File: config.mk
export PLATFORM = sky130hd
export DESIGN_NAME = sdram_bank_fsm
export DESIGN_NICKNAME = d
export VERILOG_FILES = /design/src/rtl/sdram_chk_pkg.sv /design/src/rtl/sdram_gap_counter.sv /design/src/rtl/sdram_bank_fsm.sv
export SDC_FILE = /design/constraint.sdc
export NUM_CORES = 1
export LEC_CHECK = 0
export ABC_AREA = 0
export BUFFER_PORTS_ARGS = -buffer_cell sky130_fd_sc_hd__buf_4
export CORE_UTILIZATION = 40
export DETAILED_ROUTE_END_ITERATION = 6
export PLACE_DENSITY_LB_ADDON = 0.3
export SLEW_MARGIN = 20
export SYNTH_ARGS = -nofsm -noshare
export SYNTH_HDL_FRONTEND = slang
export SYNTH_SLANG_ARGS = --single-unit
File: constraint.sdc
create_clock -name clk_i -period 2 [get_ports clk_i]
set_input_delay 0.3 -clock clk_i [delete_from_list [all_inputs] [get_ports clk_i]]
set_output_delay 0.3 -clock clk_i [all_outputs]
set_load 0.05 [all_outputs]
File: src/rtl/sdram_chk_pkg.sv
package sdram_chk_pkg;

    typedef enum logic [2:0] {
        CMD_NOP   = 3'd0,
        CMD_ACT   = 3'd1,
        CMD_READ  = 3'd2,
        CMD_WRITE = 3'd3,
        CMD_PRE   = 3'd4
    } cmd_e;

    typedef enum logic [2:0] {
        V_NONE   = 3'd0,
        V_CLOSED = 3'd1,
        V_TRCD   = 3'd2,
        V_OPEN   = 3'd3,
        V_TRC    = 3'd4,
        V_TRRD   = 3'd5
    } viol_e;

    typedef enum logic {
        BANK_IDLE = 1'b0,
        BANK_OPEN = 1'b1
    } bank_state_e;

    function automatic int ceil_div(input int num, input int den);
        return (num + den - 1) / den;
    endfunction

endpackage

File: src/rtl/sdram_gap_counter.sv
module sdram_gap_counter #(
    parameter int MAX = 9,
    parameter int W   = 4
) (
    input  logic         clk_i,
    input  logic         rst_ni,
    input  logic         restart_i,
    output logic [W-1:0] count_o
);

    localparam logic [W-1:0] SAT = W'(MAX);

    always_ff @(posedge clk_i or negedge rst_ni) begin
        if (!rst_ni) begin
            count_o <= SAT;
        end else if (restart_i) begin
            count_o <= W'(1);
        end else if (count_o < SAT) begin
            count_o <= count_o + W'(1);
        end
    end

endmodule

File: src/rtl/sdram_bank_fsm.sv
module sdram_bank_fsm
    import sdram_chk_pkg::*;
#(
    parameter int ROW_W = 13,
    parameter int CNT_MAX = 9,
    parameter int CNT_W = 4
) (
    input  logic             clk_i,
    input  logic             rst_ni,
    input  logic             act_i,
    input  logic             pre_i,
    input  logic [ROW_W-1:0] row_i,
    output logic             open_o,
    output logic [ROW_W-1:0] row_o,
    output logic [CNT_W-1:0] since_act_o
);

    bank_state_e state_q, state_d;

    always_ff @(posedge clk_i or negedge rst_ni) begin
        if (!rst_ni) begin
            state_q <= BANK_IDLE;
        end else begin
            state_q <= state_d;
        end
    end

    always_comb begin
        state_d = state_q;
        unique case (state_q)
            BANK_IDLE: if (act_i) state_d = BANK_OPEN;
            BANK_OPEN: if (pre_i) state_d = BANK_IDLE;
            default:   state_d = BANK_IDLE;
        endcase
    end

    always_ff @(posedge clk_i or negedge rst_ni) begin
        if (!rst_ni) begin
            row_o <= '0;
        end else if (act_i) begin
            row_o <= row_i;
        end
    end

    assign open_o = (state_q == BANK_OPEN);

    sdram_gap_counter #(
        .MAX(CNT_MAX),
        .W  (CNT_W)
    ) u_since_act (
        .clk_i    (clk_i),
        .rst_ni   (rst_ni),
        .restart_i(act_i),
        .count_o  (since_act_o)
    );

endmodule

==> results of run 1 <==
-- state kept, by name (all words and copies together), names as in the netlist --
signal,cells
u_since_act.count_o,4
row_o,13
open_o,1
-- cells by family after synthesis --
group                      Yosys count  share of synthesized area
adders and majority gates            2                     0.0307
DFF                                 18                      0.555
buffers and inverters                6                     0.0460
muxes                               15                      0.264
AOI/OAI and AO/OA                    6                     0.0598
and+or+nand+nor                      6                     0.0445
-- layer usage --
layer	share of wire	global-route usage
met5	0	0
met4	0.0083	0.103
met3	0.050	0.0462
met2	0.52	0.203
met1	0.42	0.200
-- layout make-up --
type	count	area, um^2
fill	154	694
sequential	18	453
multi-input combinational	29	325
timing repair buffer	35	265
clock buffer	4	36.3
tap	25	31.3
inverter	4	15.0
-- path summary, 6_finish.rpt --
check	startpoint	to	slack (ns)
hold reg to reg	open_o$_DFF_PN0_	open_o$_DFF_PN0_	0.49
setup reg to reg	u_since_act.count_o[0]$_DFFE_PN1P_	u_since_act.count_o[1]$_DFFE_PN0P_	0.67
min in group asynchronous	rst_ni	u_since_act.count_o[2]$_DFFE_PN0P_	0.40
hold / removal	pre_i	open_o$_DFF_PN0_	0.17
setup / recovery	u_since_act.count_o[0]$_DFFE_PN1P_	since_act_o[0]	0.62
max in group asynchronous	rst_ni	u_since_act.count_o[0]$_DFFE_PN1P_	1.35
-- power by group --
part           internal (uW)  total [uW]  switching (uW)
logic                    128         330             203
registers                405         436            31.3
clock network            111         220             109
-- per-stage QoR --
stage                     cell area [um^2]  hold slack (ns)
after floorplan                        816          0.00441
after global placement                1080            0.178
after detailed placement              1080            0.180
after CTS                             1130            0.153
after global routing                  1130            0.148
final                                 1130            0.167
-- placed cells by master, fill, tap and decap left out, drive strengths merged --
cell type / count
a21oi: 4
a31o: 1
buf: 34
clkbuf: 4
dfrtp: 16
dfstp: 2
dlygate4sd3: 1
ha: 2
inv: 4
mux2: 13
mux2i: 2
nand2b: 2
nand3: 1
nor2: 3
o21ai: 1
==> flow_summary.toml, run 1 <==
[outcome]
status = "completed"

[clocking]
ctsLongestPathBuffers = 2
cts_root_buffer = "clkbuf_4"
clkSinkCount = 18
tritoncts = "yes"
clk_pin_slew_ns = 0.10
ctsResizeCount = 0
holdBufCountCts = 1
post_cts_buffers = 0
numCtsBuffers = 3
htree_levels = 1
clock_latency_ns = 0.29

[worst_setup_path]
critPathMaxFanout = 5
slowest_delay_ns = 0.59
crit_type = "reg2out"
crit_chain = "buf_4"
worstRegToRegCells = 4
slowest_stage = "dfstp_2"
worst_setup_path_start_kind = "flop"
cp_num_cells = 1
critPathTopFamily = "flip-flops"
critPathBufInv = 1
cp.arrival_ns = 1.08
end_kind = "primary output"
cp.required_ns = 1.70

[synthesis]
syn_area_per_cell_um2 = 15.4
async_flop_share = 1.00
yosysSeqAreaShare = 0.555
synth_flop_cell = "dfrtp_1"
ys_seq_elements = 18
synth_edf_count = 0
synth_area_leaders = "dfrtp_1 49%, mux2_4 24%, dfstp_2 6.4%"
syn_nets = 72
synth_largest_area_cell = "dfrtp_1"
synthMostInstantiatedCell = "dfrtp_1"
synth_cells = 53
yosysTopAreaCellShare = 0.491
netlist_top_cells_count = "16 x dfrtp_1, 13 x mux2_4, 4 x inv_1"
synth.distinct_cells = 16
synth-warning-count = 0
netlist_area_um2 = 816

[timing]
final_max_slew_viol_count = 0
hold_violations = 0
fin_setup_tns_ns = 0
final.period_utilization = 0.692
finClkSkew_ns = 0.000520
setup_ws_ns = 0.617
tightestPinTransition_ns = 0.297
finalSetupViolCount = 0
fin_crit_ns = 1.38
slew_headroom = 0.802
rsz0062_at_grt = "no"
fmax_mhz = 723

[drt]
wl_mm = 1.44
ant_nets = 0
vias_per_cell = 4.64
vias = 534
drc = 0
drt_iter0_markers = 4
post_drt_wl_per_cell_um = 12.5
firstDrtPassIters = 4

[layout]
drive_gt1_frac = 0.622
finalNetCount = 110
stdcell_count = 115
area_growth_pct = 38.0
n_antenna_cell = 0
final_util = 0.619

[die]
num_rows = 15
dieArea_mm2 = 0.00222
core_mm2 = 0.00182
die_x_um = 47.2
boundaryPins = 35
initial_core_util = 0.448
dieHeight_um = 47.2

[grt]
grt_util_all_layers = 0.149
grt_max_degree = 21
grt_antenna_before_repair = 0
grt_pass1_wl_mm = 2.17
overflow = 0
grt_pass1_vias = 502

[flow_run]
cap_violations = 0

[pwr]
powerDensity_mw_per_mm2 = 876
p_leak_uw = 0.000565
ir_drop_mv = 0.484
total_power_uw = 987

[place]
place_inst = 110
pre_cts_ws_ns = 0.678
io_buffers = 34
place.gp.congestion = 0.744

[worst_hold_path]
hold_depth = 2
hp-class = "in2reg"
(Power assumes the default switching activity.)
==> inputs of run 2 (changes only) <==
--- a/config.mk
+++ b/config.mk
@@ -5,7 +5,7 @@
 export SDC_FILE = /design/constraint.sdc
 export NUM_CORES = 1
 export LEC_CHECK = 0
-export ABC_AREA = 0
+export ABC_AREA = 1
 export BUFFER_PORTS_ARGS = -buffer_cell sky130_fd_sc_hd__buf_4
 export CORE_UTILIZATION = 40
 export DETAILED_ROUTE_END_ITERATION = 6
==> constraint.sdc (replaced) <==
create_clock -name clk_i -period 1.2 [get_ports clk_i]
set_input_delay 0.18 -clock clk_i [delete_from_list [all_inputs] [get_ports clk_i]]
set_output_delay 0.18 -clock clk_i [all_outputs]
set_load 0.05 [all_outputs]
==> flow_summary.toml, run 2 <==
[synthesis]
async_flop_share = 1.00
yosysTopAreaCellShare = 0.507
muxShareOfSynthArea = 0
netlist_area_um2 = 790
synth-xor-area-share = 0
synth-warning-count = 0
synth_area_leaders = "dfrtp_1 51%, nand2_1 19%, dfstp_2 6.7%"
synth_adder_area_share = 0.0317
synth_largest_area_cell = "dfrtp_1"
synth.distinct_cells = 14
syn_nets = 105
synth-compound-area-share = 0.0127
netlist_top_cells_count = "39 x nand2_1, 16 x dfrtp_1, 6 x nand2_2, 6 x nand3_1, 5 x inv_1"
synth_top_family_by_area = "simple AND/OR/NAND/NOR gates"
synth_cells = 86
yosysSeqAreaShare = 0.574
yosys.area_share.simple = 0.293
syn_area_per_cell_um2 = 9.18
synth_edf_count = 0
ys_seq_elements = 18
synth_flop_cell = "dfrtp_1"
synthMostInstantiatedCell = "nand2_1"

[timing]
slew_headroom = 0.840
hold_violations = 0
tightestPinTransition_ns = 0.241
rsz0062_at_grt = "yes"
fmax_mhz = 776
fin_crit_ns = 1.29
finClkSkew_ns = 0.000562
final_max_slew_viol_count = 0
final.period_utilization = 1.07
finalSetupViolCount = 3
setup_ws_ns = -0.0894

[layout]
n_antenna_cell = 0
area_growth_pct = 47.9
mostFrequentLayoutCell = "nand2_1"
finalNetCount = 145
stdcell_count = 150
drive_gt1_frac = 0.456
largest_reg_flops = 13
final_cell_mix = "38 x nand2_1, 35 x buf_4, 15 x dfrtp_1"
largest-register = "row_o"

[clocking]
cts_root_buffer = "clkbuf_4"
clock_latency_ns = 0.28
ctsLongestPathBuffers = 2
clkSinkCount = 18
clk_pin_slew_ns = 0.11
htree_levels = 1
tritoncts = "yes"
numCtsBuffers = 3

[grt]
grt_pass1_wl_mm = 2.26
grt_max_degree = 19
grt_util_all_layers = 0.152
grt_pass1_vias = 548
grt_antenna_before_repair = 0
overflow = 0

[worst_setup_path]
end_kind = "primary output"
critPathTopFamily = "flip-flops"
slowest_stage = "dfstp_4"
cp.arrival_ns = 1.11
worst_setup_path_start_kind = "flop"
critPathBufInv = 1
crit_type = "reg2out"
slowest_delay_ns = 0.67
critPathMaxFanout = 4
cp.required_ns = 1.02
crit_chain = "buf_8"

[die]
dieArea_mm2 = 0.00216
core_mm2 = 0.00178
boundaryPins = 35
num_rows = 15
dieHeight_um = 46.4
initial_core_util = 0.443
die_x_um = 46.4

[place]
place_inst = 142
io_buffers = 34
place.gp.congestion = 0.757
pre_cts_ws_ns = -0.00706
dpl.hpwl_mm = 1.12

[drt]
vias = 672
firstDrtPassIters = 3
ant_nets = 0
drt_iter0_markers = 6
post_drt_wl_per_cell_um = 10.9
vias_per_cell = 4.48
drc = 0
wl_mm = 1.64

[worst_hold_path]
hp-class = "in2reg"

[outcome]
status = "complete, but fails checks"
violations = "setup timing"

[pwr]
p_leak_uw = 0.000631
ir_drop_mv = 0.860
powerDensity_mw_per_mm2 = 1410

[flow_run]
cap_violations = 0
## run 2: cell count changes in the layout (fill, tap and decap cells not counted), moves of 2 or more
cell / delta
buf_8: +2
nand2_2: +5
nand2_1: +38
nand3_2: +3
mux2i_1: -2
nand2_4: +2
mux2_4: -13
nand3_1: +2
## run 2: worst paths after layout
kind / startpoint / end / slack, ns / cells past startpoint
max in group asynchronous: rst_ni / u_since_act.count_o[3]$_DFFE_PN1P_ / 0.64 / 2
worst min-delay path: pre_i / open_o$_DFF_PN0_ / 0.04 / 2
worst min register to register: open_o$_DFF_PN0_ / open_o$_DFF_PN0_ / 0.48 / 1
worst max register to register: u_since_act.count_o[0]$_DFFE_PN1P_ / u_since_act.count_o[2]$_DFFE_PN0P_ / 0 / 6
worst max-delay path: u_since_act.count_o[0]$_DFFE_PN1P_ / since_act_o[0] / -0.09 / 1
min in group asynchronous: rst_ni / open_o$_DFF_PN0_ / 0.30 / 2
## run 2: cell families after synthesis
logic type | Yosys count
AOI/OAI and AO/OA | 2
buffers and inverters | 9
adders and majority gates | 2
DFF | 18
and+or+nand+nor | 55
## run 2: per-stage QoR
stage | util | total power [uW] | setup TNS (ns) | cell area, um^2 | hold slack [ns]
after global routing | 0.655 | 1720 | -0.283 | 1170 | 0.0273
after global placement | 0.598 | 1250 | 0 | 1070 | 0.0619
after CTS | 0.644 | 1650 | -0.108 | 1150 | 0.0361
after detailed placement | 0.598 | 1260 | -0.00706 | 1070 | 0.0626
after floorplan | - | 1090 | -0.172 | 820 | -0.116
final | 0.655 | 1650 | -0.0952 | 1170 | 0.0395
## run 2: area by class of cell
class                           count  area (um^2)
Fill cell                         158          616
Multi-Input combinational cell     59          307
Inverter                            6         32.5
Tap cell                           25         31.3
Clock buffer                        4         36.3
Sequential cell                    18          458
Timing Repair Buffer               38          303
## run 2: metal layers
metal,GRT usage,vias up,share of wire
met5,0,-,0
met4,0.0882,0,0.0061
met3,0.0235,2,0.036
met2,0.225,19,0.50
met1,0.207,311,0.46
li1,-,340,-
## run 2: worst reg2reg max path, delay by kind of cell, from the launching register on
family	cells	cell delay, ns
buffers and inverters	1	0.05
adders and majority gates	1	0.17
and+or+nand+nor	4	0.21
DFF	1	0.67
## run 2: timing repair
action,in CTS,in global routing
setup buffers,2,1
pin swaps,2,0
hold buffers,1,0
endpoints found under the hold margin,18,0
setup endpoints to repair,5,5
gates resized for setup,5,3
## run 2: power breakdown
part	total [uW]	switching (uW)	internal, uW
clock	372	188	185
combinational	550	357	193
sequential	728	53.2	674
total	1650	598	1050
==> inputs of run 3 (changes only) <==
--- a/config.mk
+++ b/config.mk
@@ -8,6 +8,7 @@
 export ABC_AREA = 1
 export BUFFER_PORTS_ARGS = -buffer_cell sky130_fd_sc_hd__buf_4
 export CORE_UTILIZATION = 40
+export CTS_BUF_LIST = sky130_fd_sc_hd__clkbuf_16
 export DETAILED_ROUTE_END_ITERATION = 6
 export PLACE_DENSITY_LB_ADDON = 0.3
 export SLEW_MARGIN = 20
==> flow_summary.toml, run 3 (synthesis gave the netlist of run 2 again) <==
[timing]
fmax_mhz = 799
final.period_utilization = 1.04
slew_headroom = 0.841
final_max_slew_viol_count = 0
finClkSkew_ns = 0.000684
rsz0062_at_grt = "yes"
finalSetupViolCount = 3
hold_violations = 0
fin_crit_ns = 1.25
tightestPinTransition_ns = 0.238
setup_ws_ns = -0.0515

[clocking]
clk_pin_slew_ns = 0.05
numCtsBuffers = 3
cts_root_buffer = "clkbuf_16"
clock_latency_ns = 0.24
htree_levels = 1
tritoncts = "yes"
clkSinkCount = 18
ctsLongestPathBuffers = 2

[place]
pre_cts_ws_ns = -0.00706
place.gp.congestion = 0.757
dpl.hpwl_mm = 1.12
io_buffers = 34
post_dp_cell_area_mm2 = 0.00107

[layout]
largest_reg_flops = 13
finalNetCount = 144
largest-register = "row_o"
area_growth_pct = 53.9
n_fill_cell = 141
n_antenna_cell = 0
drive_gt1_frac = 0.452
design_area_mm2 = 0.00121
final_cell_mix = "38 x nand2_1, 34 x buf_4, 15 x dfrtp_1"
mostFrequentLayoutCell = "nand2_1"

[worst_setup_path]
slowest_delay_ns = 0.67
crit_type = "reg2out"
end_kind = "primary output"
critPathTopFamily = "flip-flops"
slowest_stage = "dfstp_4"
cp_num_cells = 1
crit_chain = "buf_8"
critPathMaxFanout = 5
cp.required_ns = 1.02
cp.arrival_ns = 1.07
worst_setup_path_start_kind = "flop"
worstRegToRegCells = 6
critPathBufInv = 1

[die]
boundaryPins = 35
num_rows = 15
initial_core_util = 0.443
die_x_um = 46.4
dieHeight_um = 46.4
core_mm2 = 0.00178
dieArea_mm2 = 0.00216

[grt]
overflow = 0
grt_max_degree = 19
grt_util_all_layers = 0.159
grt_pass1_wl_mm = 2.31
grt_antenna_before_repair = 0
grt_pass1_vias = 555

[outcome]
violations = "setup timing"
status = "complete, but fails checks"

[drt]
drc = 0
wl_mm = 1.64
vias_per_cell = 4.49
post_drt_wl_per_cell_um = 11.0
vias = 669
ant_nets = 0
drt_iter0_markers = 10
firstDrtPassIters = 4

[pwr]
powerDensity_mw_per_mm2 = 1590
p_leak_uw = 0.000644
ir_drop_mv = 0.983

[worst_hold_path]
hold_depth = 2
hp-class = "in2reg"

[flow_run]
cap_violations = 0
[run 3: cell types whose count changed in the layout (fill, tap and decap cells not counted)]
cell	delta
clkbuf_8	-1
clkinv_1	+1
buf_4	-1
ha_1	-1
ha_4	+1
clkbuf_16	+3
clkbuf_4	-3
[run 3: through the flow]
step	std cells	total power, uW	utilization	TNS (ns)	hold WS, ns
floorplan	86	1090	-	-0.172	-0.116
global placement	142	1250	0.598	0	0.0619
detailed placement	142	1260	0.598	-0.00706	0.0626
CTS	147	1940	0.662	-0.0613	0.0963
global route	149	2020	0.681	-0.250	0.0919
finish	149	1940	0.681	-0.0924	0.0960
[run 3: final cells by class]
class / count / area [um^2] / share of cell area
timing repair buffer: 37 / 295 / 0.243
multi-input combinational: 59 / 319 / 0.263
clock buffer: 3 / 75.1 / 0.0618
tap: 25 / 31.3 / 0.0257
clock inverter: 1 / 3.75 / 0.00309
sequential: 18 / 458 / 0.377
inverter: 6 / 32.5 / 0.0268
[run 3: worst paths after layout]
check | start | end | slack [ns]
max in group asynchronous | rst_ni | u_since_act.count_o[3]$_DFFE_PN1P_ | 0.58
min | pre_i | open_o$_DFF_PN0_ | 0.1
max | u_since_act.count_o[0]$_DFFE_PN1P_ | since_act_o[0] | -0.05
max reg2reg | u_since_act.count_o[0]$_DFFE_PN1P_ | u_since_act.count_o[1]$_DFFE_PN0P_ | -0.02
min in group asynchronous | rst_ni | open_o$_DFF_PN0_ | 0.36
min reg2reg | row_o[3]$_DFFE_PN0P_ | row_o[3]$_DFFE_PN0P_ | 0.47
[run 3: timing repair]
action | in CTS | in global routing
setup endpoints to repair | 5 | 5
hold endpoints to repair | 16 | 0
resized for setup | 6 | 4
pin swaps | 1 | 0
buffers inserted | 0 | 2
hold buffers | 1 | 0
[run 3: per-layer routing]
layer	global-route usage	part of all wire	vias up
met1	0.202	0.43	308
met4	0.106	0.0055	0
met3	0.0353	0.035	2
li1	-	-	340
met5	0	0	-
met2	0.236	0.52	19
[run 3: where the power goes]
group          switching, uW  internal (uW)  total [uW]  leakage, uW
clock network            211            442         654    0.0000385
registers               60.1            677         737     0.000216
logic                    354            192         547     0.000390
total                    626           1310        1940     0.000644
